--- src/rtl/spi_seq_pkg.sv ---
package spi_seq_pkg;

    typedef enum logic [2:0] {
        ST_IDLE,
        ST_LEAD,
        ST_SHIFT,
        ST_TAIL,
        ST_GAP
    } seq_state_e;

    typedef struct packed {
        seq_state_e state;
        logic       start;
        logic       sel;
        logic       done;
        logic       rise;
        logic       fall;
    } seq_regs_t;

endpackage

--- src/rtl/spi_seq_delay.sv ---
module spi_seq_delay #(
    parameter int DLY_W = 8
) (
    input  logic             clk,
    input  logic             rst_n,
    input  logic             load_i,
    input  logic [DLY_W-1:0] value_i,
    output logic             zero_o
);
    logic [DLY_W-1:0] cnt_d, cnt_q;

    // value 0 wraps to all ones: 2**DLY_W cycles
    always_comb begin
        cnt_d = cnt_q;
        if (load_i)
            cnt_d = value_i - 1'b1;
        else if (cnt_q != '0)
            cnt_d = cnt_q - 1'b1;
    end

    always_ff @(posedge clk or negedge rst_n) begin
        if (!rst_n) cnt_q <= '0;
        else        cnt_q <= cnt_d;
    end

    assign zero_o = (cnt_q == '0);

    p_dly_step_r3: assert property (@(posedge clk) disable iff (!rst_n)
        (!load_i && cnt_q != '0) |=> (cnt_q == $past(cnt_q) - 1'b1));

endmodule

--- src/rtl/spi_seq_chars.sv ---
module spi_seq_chars #(
    parameter int CNT_W = 16
) (
    input  logic             clk,
    input  logic             rst_n,
    input  logic             clear_i,
    input  logic             step_i,
    input  logic [CNT_W-1:0] len_i,
    output logic             last_o
);
    logic [CNT_W-1:0] cnt_d, cnt_q;

    always_comb begin
        cnt_d = cnt_q;
        if (clear_i)     cnt_d = '0;
        else if (step_i) cnt_d = cnt_q + 1'b1;
    end

    always_ff @(posedge clk or negedge rst_n) begin
        if (!rst_n) cnt_q <= '0;
        else        cnt_q <= cnt_d;
    end

    assign last_o = step_i && (({1'b0, cnt_q} + 1'b1) == {1'b0, len_i});

    p_chars_clear_r4: assert property (@(posedge clk) disable iff (!rst_n)
        clear_i |=> (cnt_q == '0));

endmodule

--- src/rtl/spi_seq_select.sv ---
module spi_seq_select #(
    parameter int NUM_SEL = 4
) (
    input  logic               active_i,
    input  logic [NUM_SEL-1:0] mask_i,
    input  logic [NUM_SEL-1:0] pol_i,
    output logic [NUM_SEL-1:0] pins_o
);
    for (genvar i = 0; i < NUM_SEL; i++) begin : g_pin
        assign pins_o[i] = (active_i && mask_i[i]) ? pol_i[i] : ~pol_i[i];
    end

endmodule

--- src/rtl/spi_master_seq.sv ---
module spi_master_seq
    import spi_seq_pkg::*;
#(
    parameter int NUM_SEL = 4,
    parameter int DLY_W   = 8,
    parameter int CNT_W   = 16
) (
    input  logic               clk,
    input  logic               rst_n,
    input  logic               start_i,
    input  logic               hold_sel_i,
    input  logic [NUM_SEL-1:0] sel_mask_i,
    input  logic [NUM_SEL-1:0] sel_pol_i,
    input  logic [DLY_W-1:0]   lead_dly_i,
    input  logic [DLY_W-1:0]   tail_dly_i,
    input  logic [DLY_W-1:0]   gap_dly_i,
    input  logic [CNT_W-1:0]   tx_chars_i,
    input  logic [CNT_W-1:0]   rx_chars_i,
    input  logic               tx_empty_i,
    input  logic               char_done_i,
    output logic               shift_en_o,
    output logic [NUM_SEL-1:0] sel_o,
    output logic               start_o,
    output logic               busy_o,
    output logic               done_o,
    output logic               sel_rise_o,
    output logic               sel_fall_o
);
    seq_regs_t        r_d, r_q;
    logic [CNT_W-1:0] len;
    logic             len_zero;
    logic             dly_load, dly_zero;
    logic [DLY_W-1:0] dly_val;
    logic             chr_clear, chr_step, chr_last;

    assign len      = (tx_chars_i > rx_chars_i) ? tx_chars_i : rx_chars_i;
    assign len_zero = (len == '0);
    assign chr_step = char_done_i && (r_q.state == ST_SHIFT);

    always_comb begin
        r_d       = r_q;
        r_d.done  = 1'b0;
        r_d.start = r_q.start | start_i;
        dly_load  = 1'b0;
        dly_val   = lead_dly_i;
        chr_clear = 1'b0;
        unique case (r_q.state)
            ST_IDLE: begin
                chr_clear = 1'b1;
                if (r_q.start) begin
                    if (len_zero) begin
                        r_d.start = 1'b0;
                        r_d.done  = 1'b1;
                    end else begin
                        r_d.state = ST_LEAD;
                        r_d.sel   = 1'b1;
                        dly_load  = 1'b1;
                    end
                end else begin
                    r_d.sel = r_q.sel & hold_sel_i;
                end
            end
            ST_LEAD: begin
                if (dly_zero) r_d.state = ST_SHIFT;
            end
            ST_SHIFT: begin
                if (chr_last) begin
                    r_d.state = ST_TAIL;
                    dly_load  = 1'b1;
                    dly_val   = tail_dly_i;
                    chr_clear = 1'b1;
                end
            end
            ST_TAIL: begin
                if (dly_zero) begin
                    if (!hold_sel_i) r_d.sel = 1'b0;
                    if (!tx_empty_i) begin
                        dly_load = 1'b1;
                        if (hold_sel_i) begin
                            r_d.state = ST_LEAD;
                        end else begin
                            r_d.state = ST_GAP;
                            dly_val   = gap_dly_i;
                        end
                    end else begin
                        r_d.state = ST_IDLE;
                        r_d.start = 1'b0;
                        r_d.done  = 1'b1;
                    end
                end
            end
            ST_GAP: begin
                if (dly_zero) begin
                    r_d.state = ST_LEAD;
                    r_d.sel   = 1'b1;
                    dly_load  = 1'b1;
                end
            end
            default: r_d.state = ST_IDLE;
        endcase
        r_d.rise = r_d.sel & ~r_q.sel;
        r_d.fall = ~r_d.sel & r_q.sel;
    end

    always_ff @(posedge clk or negedge rst_n) begin
        if (!rst_n) r_q <= '{state: ST_IDLE, default: '0};
        else        r_q <= r_d;
    end

    spi_seq_delay #(.DLY_W(DLY_W)) i_delay (
        .clk     (clk),
        .rst_n   (rst_n),
        .load_i  (dly_load),
        .value_i (dly_val),
        .zero_o  (dly_zero)
    );

    spi_seq_chars #(.CNT_W(CNT_W)) i_chars (
        .clk     (clk),
        .rst_n   (rst_n),
        .clear_i (chr_clear),
        .step_i  (chr_step),
        .len_i   (len),
        .last_o  (chr_last)
    );

    spi_seq_select #(.NUM_SEL(NUM_SEL)) i_select (
        .active_i (r_q.sel),
        .mask_i   (sel_mask_i),
        .pol_i    (sel_pol_i),
        .pins_o   (sel_o)
    );

    assign shift_en_o = (r_q.state == ST_SHIFT);
    assign busy_o     = (r_q.state != ST_IDLE);
    assign start_o    = r_q.start;
    assign done_o     = r_q.done;
    assign sel_rise_o = r_q.rise;
    assign sel_fall_o = r_q.fall;

    p_shift_needs_sel_r4: assert property (@(posedge clk) disable iff (!rst_n)
        shift_en_o |-> r_q.sel);

    p_busy_has_start_r2: assert property (@(posedge clk) disable iff (!rst_n)
        busy_o |-> start_o);

    p_done_single_r9: assert property (@(posedge clk) disable iff (!rst_n)
        done_o |=> !done_o);

    p_done_clears_r9: assert property (@(posedge clk) disable iff (!rst_n)
        done_o |-> (!busy_o && !start_o));

    p_rise_edge_r11: assert property (@(posedge clk) disable iff (!rst_n)
        sel_rise_o |-> (r_q.sel && !$past(r_q.sel)));

    p_fall_edge_r11: assert property (@(posedge clk) disable iff (!rst_n)
        sel_fall_o |-> (!r_q.sel && $past(r_q.sel)));

    p_zero_quiet_r10: assert property (@(posedge clk) disable iff (!rst_n)
        (r_q.state == ST_IDLE && r_q.start && len_zero && !r_q.sel) |=> !sel_rise_o);

endmodule

--- config.mk ---
export PLATFORM = sky130hd
export DESIGN_NAME = spi_master_seq
export DESIGN_NICKNAME = d
export VERILOG_FILES = /design/src/rtl/spi_seq_pkg.sv /design/src/rtl/spi_seq_delay.sv /design/src/rtl/spi_seq_chars.sv /design/src/rtl/spi_seq_select.sv /design/src/rtl/spi_master_seq.sv
export SDC_FILE = /design/constraint.sdc
export NUM_CORES = 1
export LEC_CHECK = 0
export ABC_AREA = 1
export BUFFER_PORTS_ARGS = -buffer_cell sky130_fd_sc_hd__clkbuf_2
export CAP_MARGIN = 20
export CORE_MARGIN = 2
export CORE_UTILIZATION = 45
export DETAILED_ROUTE_END_ITERATION = 10
export HOLD_SLACK_MARGIN = 0.1
export PLACE_DENSITY = 0.65
export SYNTH_ARGS = -nofsm -noshare
export SYNTH_HDL_FRONTEND = slang
export SYNTH_SLANG_ARGS = --single-unit
export TNS_END_PERCENT = 30
--- constraint.sdc ---
create_clock -name clk -period 9.13 [get_ports clk]
set_clock_uncertainty 0.05 [all_clocks]
set_input_delay 0.913 -clock clk [delete_from_list [all_inputs] [get_ports clk]]
set_output_delay 0.913 -clock clk [all_outputs]
set_load 0.01 [all_outputs]
* Word level (Yosys, flattened, before mapping)
Index checks and enable logic that the tools add are counted.
Operators by class: $add $sub $neg 4, $lt $le $gt $ge 1, eq/ne operators 11, muxes and demuxes 43, bitwise operators 10, reduce and logical (&&, ||, !) cells 14
Operators with widths (count):
- $mux 16 | 3
- $mux 8 | 6
- $mux 1 | 19
- $mux 3 | 6
- $add 16x1->17 const B | 1
- $eq 17x16->1 | 1
- $add 16x1->16 const B | 1
- $gt 16x16->1 | 1
- $logic_not 16->1 | 1
- $pmux 8 s2 | 1
- $sub 8x1->8 const B | 2
- $pmux 3 s5 | 1
- $ne 2x2->1 const B | 5
- $logic_not 8->1 | 1
- $reduce_bool 8->1 | 1
- $eq 3x2->1 const B | 2
- $logic_and 1x1->1 | 6
- $mux 6 | 1
- $not 1->1 | 6
- $pmux 1 s2 | 3
- $reduce_and 6->1 | 1
- $mux 4 | 1
- $pmux 1 s4 | 1
- $reduce_bool 2->1 | 2
- other kinds (8) | 10
Storage, ports and cells: flip-flop bits (word level) 32, input bits 70, output and inout port bits 10, logic and storage cells 91

* Depth between registers and ports, before layout
Gate-level depths: netlist of the first run.
word-level depth 8, depth in mapped cells 34, depth with buffers taken out 32

* Modules after synthesis
Synthesis of the first run repeated with hierarchy kept, for this count alone.
Second synthesis, totals: cells, all modules 571, area total of the unflattened synthesis 3492.1 um2
Modules (own cells, without submodules):
- spi_master_seq | times used 1, cells each 242, area an instance 1467.7 um2, sequential area each 200.2 um2
- spi_seq_chars | times used 1, cells each 216, area an instance 1350.0 um2, sequential area each 400.4 um2
- spi_seq_delay | times used 1, cells each 92, area an instance 589.3 um2, sequential area each 200.2 um2
- spi_seq_select | times used 1, cells each 21, area an instance 85.1 um2, sequential area each 0.0 um2

* Worst setup path before layout of the first run
No wires, ideal clock.
path kind input-to-reg, start input rx_chars_i[15], end register i_delay.cnt_q[1], setup time 0.063 ns, arrival time 3.685 ns, data required time 9.017 ns, setup slack 5.332 ns, stages 25, buffers on the path 2, path through inv_1 ha_1 a21oi_1 o21ai_0 a21oi_1 nand2_2 nand2_2 buf_2 nand2_1 nand3_1 nand2_1 nor2_1 nand2_1 nor2_4 nand3_4 nand2_4 inv_4 buf_6 a21oi_1 nand2_1 nand2_2 inv_1 ha_1 or2_2 inv_1
On the way: word-level cells in the longest chain between the ends 8, elaborated cells on any way between the ends 14, those cells by class 1 x add/sub; 1 x order compare; 1 x eq/ne; 8 x mux; 3 x reduce/logical
RTL lines:
- from (decl) | line spi_master_seq.sv:18 | input logic [CNT_W-1:0] rx_chars_i,
- $gt 16x16->1 | line spi_master_seq.sv:36 | assign len = (tx_chars_i > rx_chars_i) ? tx_chars_i : rx_chars_i;
- $mux 16 (*) | line spi_master_seq.sv:36
- $eq 17x16->1 | line spi_seq_chars.sv:24 | assign last_o = step_i && (({1'b0, cnt_q} + 1'b1) == {1'b0, len_i});
- $logic_and 1x1->1 | line spi_seq_chars.sv:24
- $mux 8 | line spi_master_seq.sv:67 | if (chr_last) begin
- $pmux 8 s2 | line spi_master_seq.sv:47 | unique case (r_q.state)
- $sub 8x1->8 | line spi_seq_delay.sv:16 | cnt_d = value_i - 1'b1;
- $mux 8 | line spi_seq_delay.sv:15 | if (load_i)
- to (signal assigned) | line spi_seq_delay.sv:23 | else cnt_q <= cnt_d;
- to (decl) | line spi_seq_delay.sv:10 | logic [DLY_W-1:0] cnt_d, cnt_q;
Every way passes the cells marked *; elsewhere a longest branch is shown, timed or not. A chain may end at the register's enable or synchronous reset.

* Worst setup path after layout of the first run
start input rx_chars_i[15], end register i_delay.cnt_q[6]
The elaborated chain is that of the path after synthesis.

==> results of run 1 <==
sequential cells by signal, indices dropped and copies added (netlist names):
signal	count
i_chars.cnt_q	16
start_o	1
i_delay.cnt_q	8
sel_fall_o	1
sel_rise_o	1
done_o	1
r_q	4
through the flow:
stage	power (W)	utilization, %	cells	cell area (um^2)	hold WS [ns]
final	0.000780	53.6	776	4190	0.498
after global routing	0.000863	53.6	776	4190	0.534
after CTS	0.000783	53.6	776	4190	0.489
after detailed placement	0.000677	52.6	769	4110	0.464
after global placement	0.000670	52.6	769	4110	0.464
after floorplan	0.000569	-	601	3670	0.423
power groups by stage:
stage	Combinational [W]	Sequential, W	Clock (W)
global placement	0.000465	0.000205	0
finish	0.000472	0.000203	0.000105
global route	0.000541	0.000208	0.000114
floorplan	0.000370	0.000198	0
CTS	0.000473	0.000202	0.000107
detailed placement	0.000471	0.000205	0
path summary, 6_finish.rpt:
kind                                      to  slack [ns]  cells after the start
setup / recovery            i_delay.cnt_q[6]        4.58                     26
hold / removal             i_chars.cnt_q[15]        0.50                      2
setup reg to reg            i_delay.cnt_q[6]        5.62                     26
hold reg to reg            i_chars.cnt_q[15]        0.50                      2
max in group asynchronous  i_chars.cnt_q[12]        7.84                      1
min in group asynchronous   i_chars.cnt_q[1]        0.66                      1
kinds of logic after synthesis:
logic type	count (synthesis)	synth area share [%]
xor+xnor	14	3.55
compound gates	76	12.0
simple gates	348	43.9
flops	32	21.8
buf+inv	113	12.6
fa+ha+maj	18	6.14
Yosys cell counts, types with 2 or more instances:
library cell	n	area, um^2
clkbuf_1	4	15.0
nand2_4	2	22.5
xor2_1	12	105
nor3_1	4	20.0
inv_1	94	353
inv_2	4	15.0
nand2_2	8	50.1
nor2_4	3	33.8
nor3_2	2	20.0
ha_1	18	225
dfrtp_1	32	801
nand3_1	67	335
o2111ai_1	2	17.5
nor3_4	2	32.5
o31ai_1	3	22.5
nor2_1	55	206
a21oi_1	21	105
nand2_1	172	646
a22oi_1	5	37.5
nand3_2	3	30.0
buf_6	3	33.8
nand3b_1	6	45.0
buf_2	3	15.0
o211ai_1	3	22.5
nor2_2	8	50.1
o21ai_0	35	175
nand4_1	11	68.8
area by class of cell:
class | count | share of cell area [%]
clock buffer | 6 | 1.73
inverter | 100 | 9.03
timing repair buffer | 79 | 9.45
sequential | 32 | 19.1
clock inverter | 1 | 0.120
multi-input combinational | 456 | 57.5
tap | 102 | 3.05
routing by layer:
| metal | track usage [%] | part of all wire (%) |
|---|---|---|
| met5 | 0 | 0 |
| met4 | 4.35 | 0.97 |
| met3 | 2.49 | 6.0 |
| met2 | 34.6 | 44 |
| met1 | 33.3 | 49 |
worst max-delay path: cells and delay by family:
family                     cells  cell delay, ns
AOI/OAI and AO/OA              2            0.23
adders and majority gates      2            0.54
buffers and inverters          4            0.26
and+or+nand+nor               18            2.74
==> summary by stage, run 1 <==
Synth
The mean instance size in the synthesized netlist is 6.10 um^2. The post-synthesis net count is 689. The synthesized design contains 0 enable-type register cells.

The part of the Yosys area used for sequential elements is 21.8%. Synthesis instantiated 46 different standard cells from the library. The number of warnings reported in the yosys synthesis log is 0. The post-synthesis async set-or-reset flop share is 100%. The synthesized netlist occupies a cell area of 3670 um^2. After synthesis the netlist holds a flip-flop and latch count of 32. The gate count after technology mapping is 601. For this run, the leading register cell type out of synthesis is dfrtp_1.

Hold path
The startpoint identified for the worst hold timing path is i_chars.cnt_q[15]. The path class of the tightest hold or removal check is flop to flop.

Power
Per report_power, the clock group accounts for 13.5% of the total. The internal portion of the total power is 0.000394 W. The worst-case vdd ir drop is 148 uV.

Of the total power, the share spent switching nets is 49.4%. The share of power burned in combinational logic is 60.6%. The power share of the sequential group is 26.0%.

For this design the total switching power over the nets is 0.000385 W. The analysis attributes to cell leakage a power of 2.34 nW. The total power per unit cell area is 186 nW/um^2.

Setup path
The data required time of the critical path is 9.29 ns. The most frequent cell on the critical path is nand2_1. Of all nets on the critical path, the largest fanout is 21.

The largest single stage delay on the critical path is 0.44 ns. The library cell contributing the largest single delay on the critical path is nand2_2. STA classifies the critical path startpoint as an input port. The type of destination of the critical path is a flop.

The worst setup path is of the input port to flop kind. The start point of the critical path is rx_chars_i[15]. The worst reg2reg path startpoint is i_chars.cnt_q[0]. At the worst endpoint, the arrival time is 4.70 ns.

Timing
The achievable frequency is 220 MHz. The final sum of negative setup slack is 0 ns. The worst path setup slack after routing is 4.58 ns.

Setup repair after global routing left no endpoint under its margin. Setup violations remaining at the end of the flow were counted as 0. In the finished design, the share of the clock period the worst path needs comes to 49.8%. The headroom to the max-slew limit is 45.3%. For the finished layout, the period the worst path requires is 4.55 ns. The total count of max-transition violations in the final report is 0. The slew at the pin with the worst max-slew slack is 0.820 ns.

The final hold violation count is 0.

Final layout
Summing all multi-input logic gate instances after layout gives 2410 um^2. The library cells used most frequently in the layout, excluding fill and tap cells, are nand2_1 (172), inv_1 (94), clkbuf_2 (79), nand3_1 (67), nor2_1 (55). The number of nets in the layout is 762. Leaving out fill and tap cells, the most frequent cell in the layout is nand2_1. The storage element area is 801 um^2.

From synthesis to final layout, the design area changed by 14.1%. The share of post-route cells with drive strength above 1 is 18.5%. 0 antenna diodes ended up in the layout. After filler insertion, the fill cell instance count of the layout stands at 814.

Clock tree
In this run the number of H-tree levels came out at 2. The number of buffers added by the clock tree synthesis step is 5. The buffer depth of the longest clock path is 2. The number of setup buffers added after CTS is 0. The clock root buffer is clkbuf_8. The number of resized instances in the post-cts repair step is 0. The clock sink count is 32. The count of hold-fix buffers inserted at cts is 0. The CTS tree is built. The later pin in the worst-skew pair is clocked with a latency of 0.28 ns. Clock-pin slew was measured on the worst setup and hold paths at 0.07 ns.

Job
The total of max-cap violations is 0.

Route
The number of iterations in the first detailed-routing pass is 5. The total detailed-routing wirelength is 9.79 mm. The number of design rule violations left after detail routing is 0. Dividing the detail-routed wire length by the instance count gives 12.6 um. The number of vias per cell is 5.07.

The detailed router placed 3933 vias in this run. The number of design-rule violations left by the first detailed-router iteration is 271. The remaining antenna violation count after routing is 0.

Place
After legalization and detailed placement, the total HPWL measured 8.09 mm. The setup slack after placement is 4.33 ns. Input and output buffers added on the ports amount to 79. The global placer's final weighted congestion is 0.921.

GRT
The wire length of the first global-routing pass is 15.8 mm. The number of antenna violations at the first check in global routing was 0. The via count of the first global-routing pass was 3452. The global-route usage over all layers is 22.2%.

Entering global routing, the biggest net connects 33 pins. Summed over all layers, the global routing overflow is 0.

Die
The placeable core region is 7810 um^2. The number of rows in the core area is 32. The total die area is 8890 um^2. The count of boundary I/O pins is 80. The die is 94.3 um tall. The effective utilization at floorplan is 47.0%. The floorplan die width is 94.3 um.

Run status
The run finished with clean final reports.
Note: power is estimated with default switching activity, not from simulation.
==> run 2: changes to the inputs <==
==> constraint.sdc (replaced) <==
create_clock -name clk -period 4.3 [get_ports clk]
set_clock_uncertainty 0.05 [all_clocks]
set_input_delay 0.43 -clock clk [delete_from_list [all_inputs] [get_ports clk]]
set_output_delay 0.43 -clock clk [all_outputs]
set_load 0.01 [all_outputs]
==> summary by stage, run 2 (synthesis gave the netlist of run 1 again) <==
Timing
The headroom to the max-slew limit is 47.0% (was 45.3%). The final sum of negative setup slack is 0 ns (unchanged). Timing would allow up to 272 MHz. The total count of max-transition violations in the final report is 0 (unchanged).

The slew at the pin with the worst max-slew slack is 0.795 ns (was 0.820 ns). The final setup violation count is 0 (unchanged). The portion of the clock cycle consumed by the worst path in the final layout is 85.4%.

The final hold violation count came to 0 (unchanged). The minimum clock period is 3.67 ns. Unrepaired setup endpoints after global routing: false (unchanged).

Route
The average wire per cell in the routed design is 12.8 um (was 12.6 um). The number of iterations in the first detailed-routing pass is 5 (unchanged). The number of design-rule violations left by the first detailed-router iteration is 259 (was 271). The remaining antenna violation count after routing was 0 (unchanged). The number of design rule violations left after detail routing came to 0 (unchanged). The number of vias per cell is 5.12 (was 5.07). The number of vias after detailed routing was 3987 (was 3933). The total detailed-routing wirelength was 9.94 mm (was 9.79 mm).

Final layout
The number of nets in the layout is 764 (was 762). The number of fillers in the final layout was 807 (was 814). Commonest non-fill, non-tap cells in the layout: nand2_1 (172), inv_1 (94), clkbuf_2 (79), nand3_1 (67), nor2_1 (55) (unchanged). The area of combinational cells with multiple inputs was 2410 um^2 (unchanged). The share of post-route cells with drive strength above 1 is 18.8% (was 18.5%). The most frequent standard cell in the layout excluding fill and tap cells was nand2_1 (unchanged).

The flip-flop count of the largest register after layout was 16 (unchanged). The post-layout utilization of the core is 53.8% (was 53.6%). The count of antenna diodes in the layout came to 0 (unchanged). The synthesis-to-finish area growth is 14.5% (was 14.1%). The register with the highest flop count is i_chars.cnt_q (unchanged). Regs by FF count: i_chars.cnt_q (16), i_delay.cnt_q (8), r_q (4) (unchanged).

The storage element area is 801 um^2 (unchanged).

Clock tree
The count of hold-fix buffers inserted at cts was 0 (unchanged). The number of setup buffers added after CTS is 0 (unchanged). The buffer depth of the longest clock path was 2 (unchanged). The clock sink count is 32 (unchanged). The number of H-tree levels is 2 (unchanged).

The number of resized instances in the post-cts repair step is 0 (unchanged). The post-CTS clock slew at the launch and capture registers of the worst setup and hold paths was 0.07 ns (about the same). The clock root buffer is clkbuf_8 (unchanged). The latest clock arrival within the worst-skew pair is 0.29 ns (was 0.28 ns). The number of buffers added by the clock tree synthesis step is 5 (unchanged). The CTS tree is built (unchanged).

Place
The global placer's final weighted congestion is 0.915 (was 0.921). The number of input and output port buffers inserted is 79 (unchanged). The placed wire-length estimate is 8.26 mm (was 8.09 mm).

GRT
The wire length of the first global-routing pass is 16.2 mm (was 15.8 mm). The overall overflow remaining after global route is 0 (unchanged). The via count of the first global-routing pass is 3566 (was 3452).

The largest net degree at the start of global routing is 33 (unchanged). The global-route usage over all layers is 22.7% (was 22.2%). The number of antenna violations at the first check in global routing is 0 (unchanged).

Setup path
The library cell contributing the largest single delay on the critical path is ha_1 (was nand2_2). The critical path start-end classification is input port to flop (unchanged). The critical path buffer and inverter count came to 4 (unchanged). The cell family with the largest share of critical-path delay is simple AND/OR/NAND/NOR gates (unchanged).

The most frequent cell on the critical path is nand2_1 (unchanged). The launching element type of the critical path is an input port (unchanged). The count of cell instances traversed by the critical path is 27 (was 26).

The count of cells along the worst register-to-register path is 26 (unchanged). The data arrival at the endpoint of the critical path is 3.82 ns (was 4.70 ns). The data required time of the critical path is 4.45 ns (was 9.29 ns).

The maximum fanout along the worst path was 20 (was 21). The type of destination of the critical path is a flop (unchanged). The largest incremental delay on the critical path was 0.30 ns (was 0.44 ns).

Power
The total power per unit cell area was 396 nW/um^2 (was 186 nW/um^2). The static leakage is 2.35 nW (was 2.34 nW). The worst-case vdd ir drop came to 338 uV (was 148 uV).

Die
The count of boundary I/O pins is 80 (unchanged). The total die area is 8890 um^2 (unchanged). The placeable core region came to 7810 um^2 (unchanged). The effective utilization at floorplan is 47.0% (unchanged). The floorplan die width is 94.3 um (unchanged). The height of the chip is 94.3 um (unchanged).

The number of rows in the core area came to 32 (unchanged).

Hold path
The worst min-delay path class is input port to async pin (was flop to flop).

Run status
Status: completed (unchanged).

Job
The total of max-cap violations is 0 (unchanged).
-- run 2: cell count changes in the layout (fill, tap and decap cells not counted), sizes merged --
cell  previous run  this run
buf              0         2
-- run 2: power breakdown --
part	switching (W)	internal (W)
logic	0.000662	0.000349
clock network	0.000112	0.000110
registers	0.0000526	0.000380
total	0.000826	0.000839
-- run 2: cell type report --
type / count / area share [%]
Clock buffer: 6 / 1.73
Timing Repair Buffer: 81 / 9.77
Multi-Input combinational cell: 456 / 57.3
Clock inverter: 1 / 0.119
Sequential cell: 32 / 19.1
Inverter: 100 / 9.00
Tap cell: 102 / 3.04
-- run 2: per-stage QoR --
stage	hold WS, ns	power [W]	std cells	instance area [um^2]	setup WS [ns]
4_1_cts	0.198	0.00166	778	4200	0.654
5_1_grt	0.233	0.00184	778	4200	0.245
2_1_floorplan	0.0844	0.00121	601	3670	0.985
6_report	0.163	0.00166	778	4200	0.629
3_5_place_dp	0.470	0.00144	771	4120	0.362
3_3_place_gp	0.469	0.00143	771	4120	0.406
-- run 2: path summary, 6_finish.rpt --
kind | from | endpoint | slack (ns)
min in group clk | start_i | start_o | 0.40
max in group asynchronous | rst_n | i_chars.cnt_q[12] | 3.53
min | rst_n | i_chars.cnt_q[5] | 0.16
min reg2reg | i_chars.cnt_q[13] | i_chars.cnt_q[13] | 0.49
max | rx_chars_i[15] | i_delay.cnt_q[6] | 0.63
max reg2reg | i_chars.cnt_q[0] | i_delay.cnt_q[6] | 0.82
-- run 2: metal layers --
metal	share of wire [%]	vias to the layer above	track usage (%)
met3	5.5	7	2.97
met5	0	-	0
met4	0.70	0	4.47
li1	-	2074	-
met1	50	1780	33.5
met2	44	126	35.7
